**config.mk**
```make
export PLATFORM = sky130hd
export DESIGN_NAME = irq_cause_reg
export DESIGN_NICKNAME = d
export VERILOG_FILES = /design/src/rtl/irq_cause_reg.sv
export SDC_FILE = /design/constraint.sdc
export NUM_CORES = 1
export LEC_CHECK = 0
export ABC_AREA = 1
export BUFFER_PORTS_ARGS = -buffer_cell sky130_fd_sc_hd__buf_4
export CAP_MARGIN = 20
export CORE_ASPECT_RATIO = 0.5
export CORE_UTILIZATION = 51
export DETAILED_ROUTE_END_ITERATION = 10
export PLACE_DENSITY = 0.76
export SYNTH_ARGS = -nofsm -noshare
export SYNTH_HDL_FRONTEND = slang
export SYNTH_SLANG_ARGS = --single-unit
```
**constraint.sdc**
```tcl
create_clock -name clk -period 1.2 [get_ports clk]
set_clock_uncertainty 0.15 [all_clocks]
set_input_delay 0.12 -clock clk [delete_from_list [all_inputs] [get_ports clk]]
set_output_delay 0.12 -clock clk [all_outputs]
set_load 0.1 [all_outputs]
```
**src/rtl/irq_cause_reg.sv**
```systemverilog
module irq_cause_reg #(
  parameter int WIDTH = 32,
  parameter int AW    = 3
) (
  input  logic             clk,
  input  logic             rst_n,
  input  logic [WIDTH-1:0] event_i,
  input  logic [AW-1:0]    addr,
  input  logic             wr_en,
  input  logic [WIDTH-1:0] wr_data,
  input  logic             rd_en,
  output logic [WIDTH-1:0] rd_data,
  output logic             irq_o
);
  localparam logic [AW-1:0] OFS_CAUSE  = AW'(0);
  localparam logic [AW-1:0] OFS_MODE   = AW'(1);
  localparam logic [AW-1:0] OFS_MSET   = AW'(2);
  localparam logic [AW-1:0] OFS_MCLR   = AW'(3);
  localparam logic [AW-1:0] OFS_MVIEW  = AW'(4);
  localparam logic [AW-1:0] OFS_UNMASK = AW'(5);
  localparam logic [WIDTH-1:0] ALL1 = {WIDTH{1'b1}};
  localparam logic [WIDTH-1:0] ALL0 = {WIDTH{1'b0}};

  logic [WIDTH-1:0] cause_q, mask_q, mode_q, rd_q, rd_nxt;
  logic             irq_q;

  wire [WIDTH-1:0] live     = cause_q & ~mask_q;
  wire             rd_cause = rd_en && addr == OFS_CAUSE;
  wire             rd_unm   = rd_en && addr == OFS_UNMASK;
  wire [WIDTH-1:0] w1c_ack  = (wr_en && addr == OFS_CAUSE) ? (wr_data & ~mode_q) : ALL0;
  wire [WIDTH-1:0] cor_ack  = rd_cause ? mode_q : (rd_unm ? (mode_q & live) : ALL0);
  wire [WIDTH-1:0] set_w    = (wr_en && addr == OFS_MSET) ? wr_data : ALL0;
  wire [WIDTH-1:0] clr_w    = (wr_en && addr == OFS_MCLR) ? wr_data : ALL0;

  always_comb begin
    rd_nxt = ALL0;
    if (rd_en) begin
      case (addr)
        OFS_CAUSE:  rd_nxt = cause_q;
        OFS_MODE:   rd_nxt = mode_q;
        OFS_MVIEW:  rd_nxt = mask_q;
        OFS_UNMASK: rd_nxt = live;
        default:    rd_nxt = ALL0;
      endcase
    end
  end

  always_ff @(posedge clk) begin
    if (!rst_n) begin
      cause_q <= ALL0;
      mask_q  <= ALL1;
      mode_q  <= ALL0;
      rd_q    <= ALL0;
      irq_q   <= 1'b0;
    end else begin
      cause_q <= (cause_q & ~(w1c_ack | cor_ack)) | event_i;
      mask_q  <= (mask_q | set_w) & ~clr_w;
      if (wr_en && addr == OFS_MODE) mode_q <= wr_data;
      rd_q    <= rd_nxt;
      irq_q   <= |live;
    end
  end

  assign rd_data = rd_q;
  assign irq_o   = irq_q;

  assert_event_kept_R3: assert property (@(posedge clk) disable iff (!rst_n)
    1'b1 |=> ((cause_q & $past(event_i)) == $past(event_i)));

  assert_mask_set_R4: assert property (@(posedge clk) disable iff (!rst_n)
    (wr_en && addr == OFS_MSET) |=> ((mask_q & $past(wr_data)) == $past(wr_data)));

  assert_mask_clear_R5: assert property (@(posedge clk) disable iff (!rst_n)
    (wr_en && addr == OFS_MCLR) |=> ((mask_q & $past(wr_data)) == ALL0));

  assert_view_quiet_R6: assert property (@(posedge clk) disable iff (!rst_n)
    (rd_en && addr == OFS_MVIEW && !wr_en && event_i == ALL0) |=> ($stable(cause_q) && $stable(mask_q)));

  assert_cor_ignores_write_R8: assert property (@(posedge clk) disable iff (!rst_n)
    (wr_en && addr == OFS_CAUSE && !rd_en) |=> ((cause_q & $past(cause_q & mode_q)) == $past(cause_q & mode_q)));

  assert_quiet_line_R11: assert property (@(posedge clk) disable iff (!rst_n)
    ($past(live) == ALL0) |-> !irq_o);
endmodule

```
Word level (Yosys, flattened, before mapping)
Cells that the tools add are included.
Widths: inputs -> output; s select.
{"block": "classes", "eq_ne": 5, "muxes": 6, "n_bitwise": 12, "reduce_logical": 9}
{"cell": "$and 32x32->32", "n": 5}
{"cell": "$mux 32", "n": 5}
{"cell": "$not 32->32", "n": 4}
{"cell": "$pmux 32 s4", "n": 1}
{"cell": "$or 32x32->32", "n": 3}
{"cell": "$reduce_or 32->1", "n": 1}
{"cell": "$eq 3x2->1 const B", "n": 2}
{"cell": "$eq 3x3->1 const B", "n": 2}
{"cell": "$logic_and 1x1->1", "n": 6}
{"cell": "$eq 3x1->1 const B", "n": 1}
{"cell": "$logic_not 3->1", "n": 1}
{"cell": "$reduce_and 2->1", "n": 1}
{"block": "totals", "register_bits": 129, "input_bits": 71, "output_inout_bits": 33, "elab_cells": 37}

Logic depth before layout (Yosys ltp)
{"block": "logic_depth", "word_depth": 9, "depth_mapped": 8, "ltp_nobuf": 7}

Worst setup path after synthesis
OpenSTA, ideal clock, no wires.
{"block": "synth_path", "path_type": "input -> register", "startpoint": "in addr[1]", "endpoint": "reg cause_q[11]", "setup_ns": 0.132, "arrival_time_ns": 0.937, "t_required_ns": 0.918, "setup_slack_ns": -0.019, "path_stages": 8, "n_path_buf": 2, "cell_sequence": "nor2_1 -> buf_2 -> buf_2 -> nand3_1 -> nand2_1 -> inv_1 -> nand2_1 -> a21oi_1"}
{"block": "synth_between", "elab_chain_cells": 8, "word_cells_on_any_way": 12, "classes_between": "eq/ne: 1; mux: 3; bitwise: 4; reduce/logical: 4"}
{"element": "start, declared", "line": "8", "source": "input logic [AW-1:0] addr,"}
{"element": "$eq 3x3->1", "line": "29", "source": "wire rd_unm = rd_en && addr == OFS_UNMASK;"}
{"element": "$logic_and 1x1->1", "line": "29"}
{"element": "$mux 32 (2 in series)", "line": "31", "source": "wire [WIDTH-1:0] cor_ack = rd_cause ? mode_q : (rd_unm ? (mode_q & live) : ALL0);"}
{"element": "$or 32x32->32 *", "line": "56", "source": "cause_q <= (cause_q & ~(w1c_ack | cor_ack)) | event_i;"}
{"element": "$not 32->32 *", "line": "56"}
{"element": "$and 32x32->32 *", "line": "56"}
{"element": "$or 32x32->32 *", "line": "56"}
{"element": "end signal, assigned", "line": "56"}
{"element": "end, declared", "line": "24", "source": "logic [WIDTH-1:0] cause_q, mask_q, mode_q, rd_q, rd_nxt;"}
Every way passes the cells marked *; elsewhere a longest branch is shown, timed or not.
A chain may end at the register's enable or synchronous reset.

Final worst setup path
{"block": "layout_path", "startpoint": "reg irq_q, in the netlist irq_o", "endpoint": "out irq_o"}
{"element": "start, declared", "line": "25", "source": "logic irq_q;"}
{"element": "start signal, assigned", "line": "60", "source": "irq_q <= |live;"}
{"element": "end, declared", "line": "13", "source": "output logic irq_o"}
No word-level cell between the ends.

==> flow_summary.toml <==
[finish]
design_area_mm2 = 0.00972
final_cell_mix = "197 x nor2_1, 160 x inv_1, 140 x buf_4"
syn_to_final_growth_pct = 50.6
final_common_cell = "nor2_1"
final_net_count = 1314
layout-drive-gt1-share = 0.237
diodes = 0
fill_cells = 798

[power_and_ir_drop]
p_per_area_mw_per_mm2 = 1200
p_total_w = 0.0117
peakVddDrop_v = 0.000676
p_leak_nw = 4.50

[setup_path]
crit_start = "irq_o$_SDFF_PN0_"
r2r_start = "mask_q[29]$_SDFF_PN1_"
worstSetupStartpointType = "register"
worstPathArrival_ns = 0.97
critPathMaxStageDelay_ns = 0.37
crit_slowest_cell = "dfxtp_4"
cp.buffers_inverters = 1
critPathMaxFanout = 1
crit_chain = "buf_12"
critical_path_class = "reg -> out"
required_ns = 0.93
path_delay_family = "flip-flops"
endpoint_kind = "output port"

[clock_network]
cts_buffers = 17
h-tree-depth = 4
path_clk_slew_ns = 0.06
cts-root-buf = "clkbuf_16"
cts_tree = "done"
worstSkewPairLatency_ns = 0.42
clockBufferDepth = 2
clock-sinks = 129

[synthesis]
yosysWarnings = 0
ys_ff_latch = 129
ys_seq_area_frac = 0.400
syn_area_mm2 = 0.00645
synthTopCellsByArea = "dfxtp_1 40%, nor2_1 12%, nand3_1 9.9%"
yosys.area.top_type = "dfxtp_1"
yosys.area.top_type_share = 0.400
syn-num-nets = 1101
synth_cell_types = 16
syn_avg_cell_area_um2 = 6.26
postSynthCellCount = 1030

[die]
die_h_um = 81.5
fp-row-count = 28
placeableCoreArea_mm2 = 0.0121
ios = 104
dieArea_mm2 = 0.0131
die_x_um = 161
initial_utilization = 0.535

[drt]
detail-route-antenna-nets = 0
vias = 7753
drtIter0Drc = 675
viasPerCell = 5.46
routedWlPerCell_um = 15.8
drc = 0
wirelength_um = 22500
first_pass_iters = 6

[global_route]
grt_max_degree = 35
grt_pass1_wl_um = 36100
globalRouteOverflowTotal = 0
track_usage = 0.351
grt_pass1_vias = 7704
antenna_found_initial = 0

[outcome]
status = "complete, but fails checks"
violations = "negative setup slack"

[place]
hpwl_um = 13500
io_buffers = 103
place.gp.congestion = 0.908
place_ws_ns = -0.214
postPlaceCellArea_mm2 = 0.00790

[timing]
worst_slew_pin_slew_ns = 0.362
relSlewSlack = 0.757
min_period_ns = 1.24
rsz0062_at_grt = "true"
fin_ws_ns = -0.0402
finalSetupViolCount = 26
fin_crit_sh = 1.03
maxSlewViolCount = 0
tns_ns = -0.371
hold_viol = 0
fmax_ghz = 0.806

[worst_hold_path]
min_from = "addr[2]"
hp-class = "in -> reg"

[flow_run]
max-cap-violations = 0
-- repair_timing --
item	CTS	global route
endpoints found under the hold margin	96	0
gates resized for setup	156	29
pin swaps	11	13
buffers inserted	3	0
setup endpoints to repair	34	40
hold buffers	65	0
-- power breakdown --
part,leakage [nW],switching [W],internal (W)
Combinational,3.17,0.00110,0.000832
Clock,0.264,0.00201,0.00311
Sequential,1.07,0.000157,0.00448
-- final timing paths --
check	endpoint	slack (ns)	cells past startpoint
setup / recovery	irq_o	-0.04	1
hold / removal	mask_q[10]$_SDFF_PN1_	0.07	5
setup reg to reg	irq_o$_SDFF_PN0_	-0.01	7
hold reg to reg	mask_q[2]$_SDFF_PN1_	0.34	2
-- Yosys cell counts --
cell type / count
o22ai_1: 32
buf_1: 1
nor4_2: 1
nor2_1: 204
nand2_1: 154
clkbuf_1: 32
buf_2: 20
o21ai_0: 96
nand4_1: 1
inv_1: 164
inv_2: 1
a21oi_1: 65
nand3_2: 1
nand3_1: 128
dfxtp_1: 129
nor2_2: 1
-- state kept, by name (all words and copies together) (netlist names) --
| signal | flops |
|---|---|
| mask_q | 32 |
| rd_data | 32 |
| irq_o | 1 |
| mode_q | 32 |
| cause_q | 32 |
-- kinds of logic (layout without fill, tap and decap cells) --
| group | Yosys count | count (layout) | share of synthesized area |
|---|---|---|---|
| compound gates | 193 | 193 | 0.156 |
| flops | 129 | 129 | 0.400 |
| buf+inv | 218 | 444 | 0.131 |
| simple gates | 490 | 490 | 0.313 |
-- metrics by stage --
step | util | std cells | hold WS, ns
after global placement | 0.655 | 1321 | 0.183
after CTS | 0.800 | 1421 | 0.0625
after detailed placement | 0.655 | 1321 | 0.190
after global routing | 0.806 | 1421 | 0.0874
after floorplan | - | 1030 | 0.0832
final | 0.806 | 1421 | 0.0675
-- cell type report --
type | count | area (um2) | area share
timing repair buffer | 247 | 2530 | 0.261
multi-input combinational | 683 | 3120 | 0.321
inverter | 165 | 619 | 0.0637
tap | 165 | 206 | 0.0212
clock buffer | 20 | 447 | 0.0460
clock inverter | 12 | 136 | 0.0140
sequential | 129 | 2660 | 0.273
-- per-layer routing --
| layer | routed length [um] | part of all wire | global-route usage |
|---|---|---|---|
| met1 | 8900 | 0.40 | 0.415 |
| met2 | 10600 | 0.47 | 0.612 |
| met3 | 2360 | 0.10 | 0.0879 |
| met4 | 617 | 0.027 | 0.165 |
| met5 | 0 | 0 | 0 |
Power figures use the tool's default switching activity.
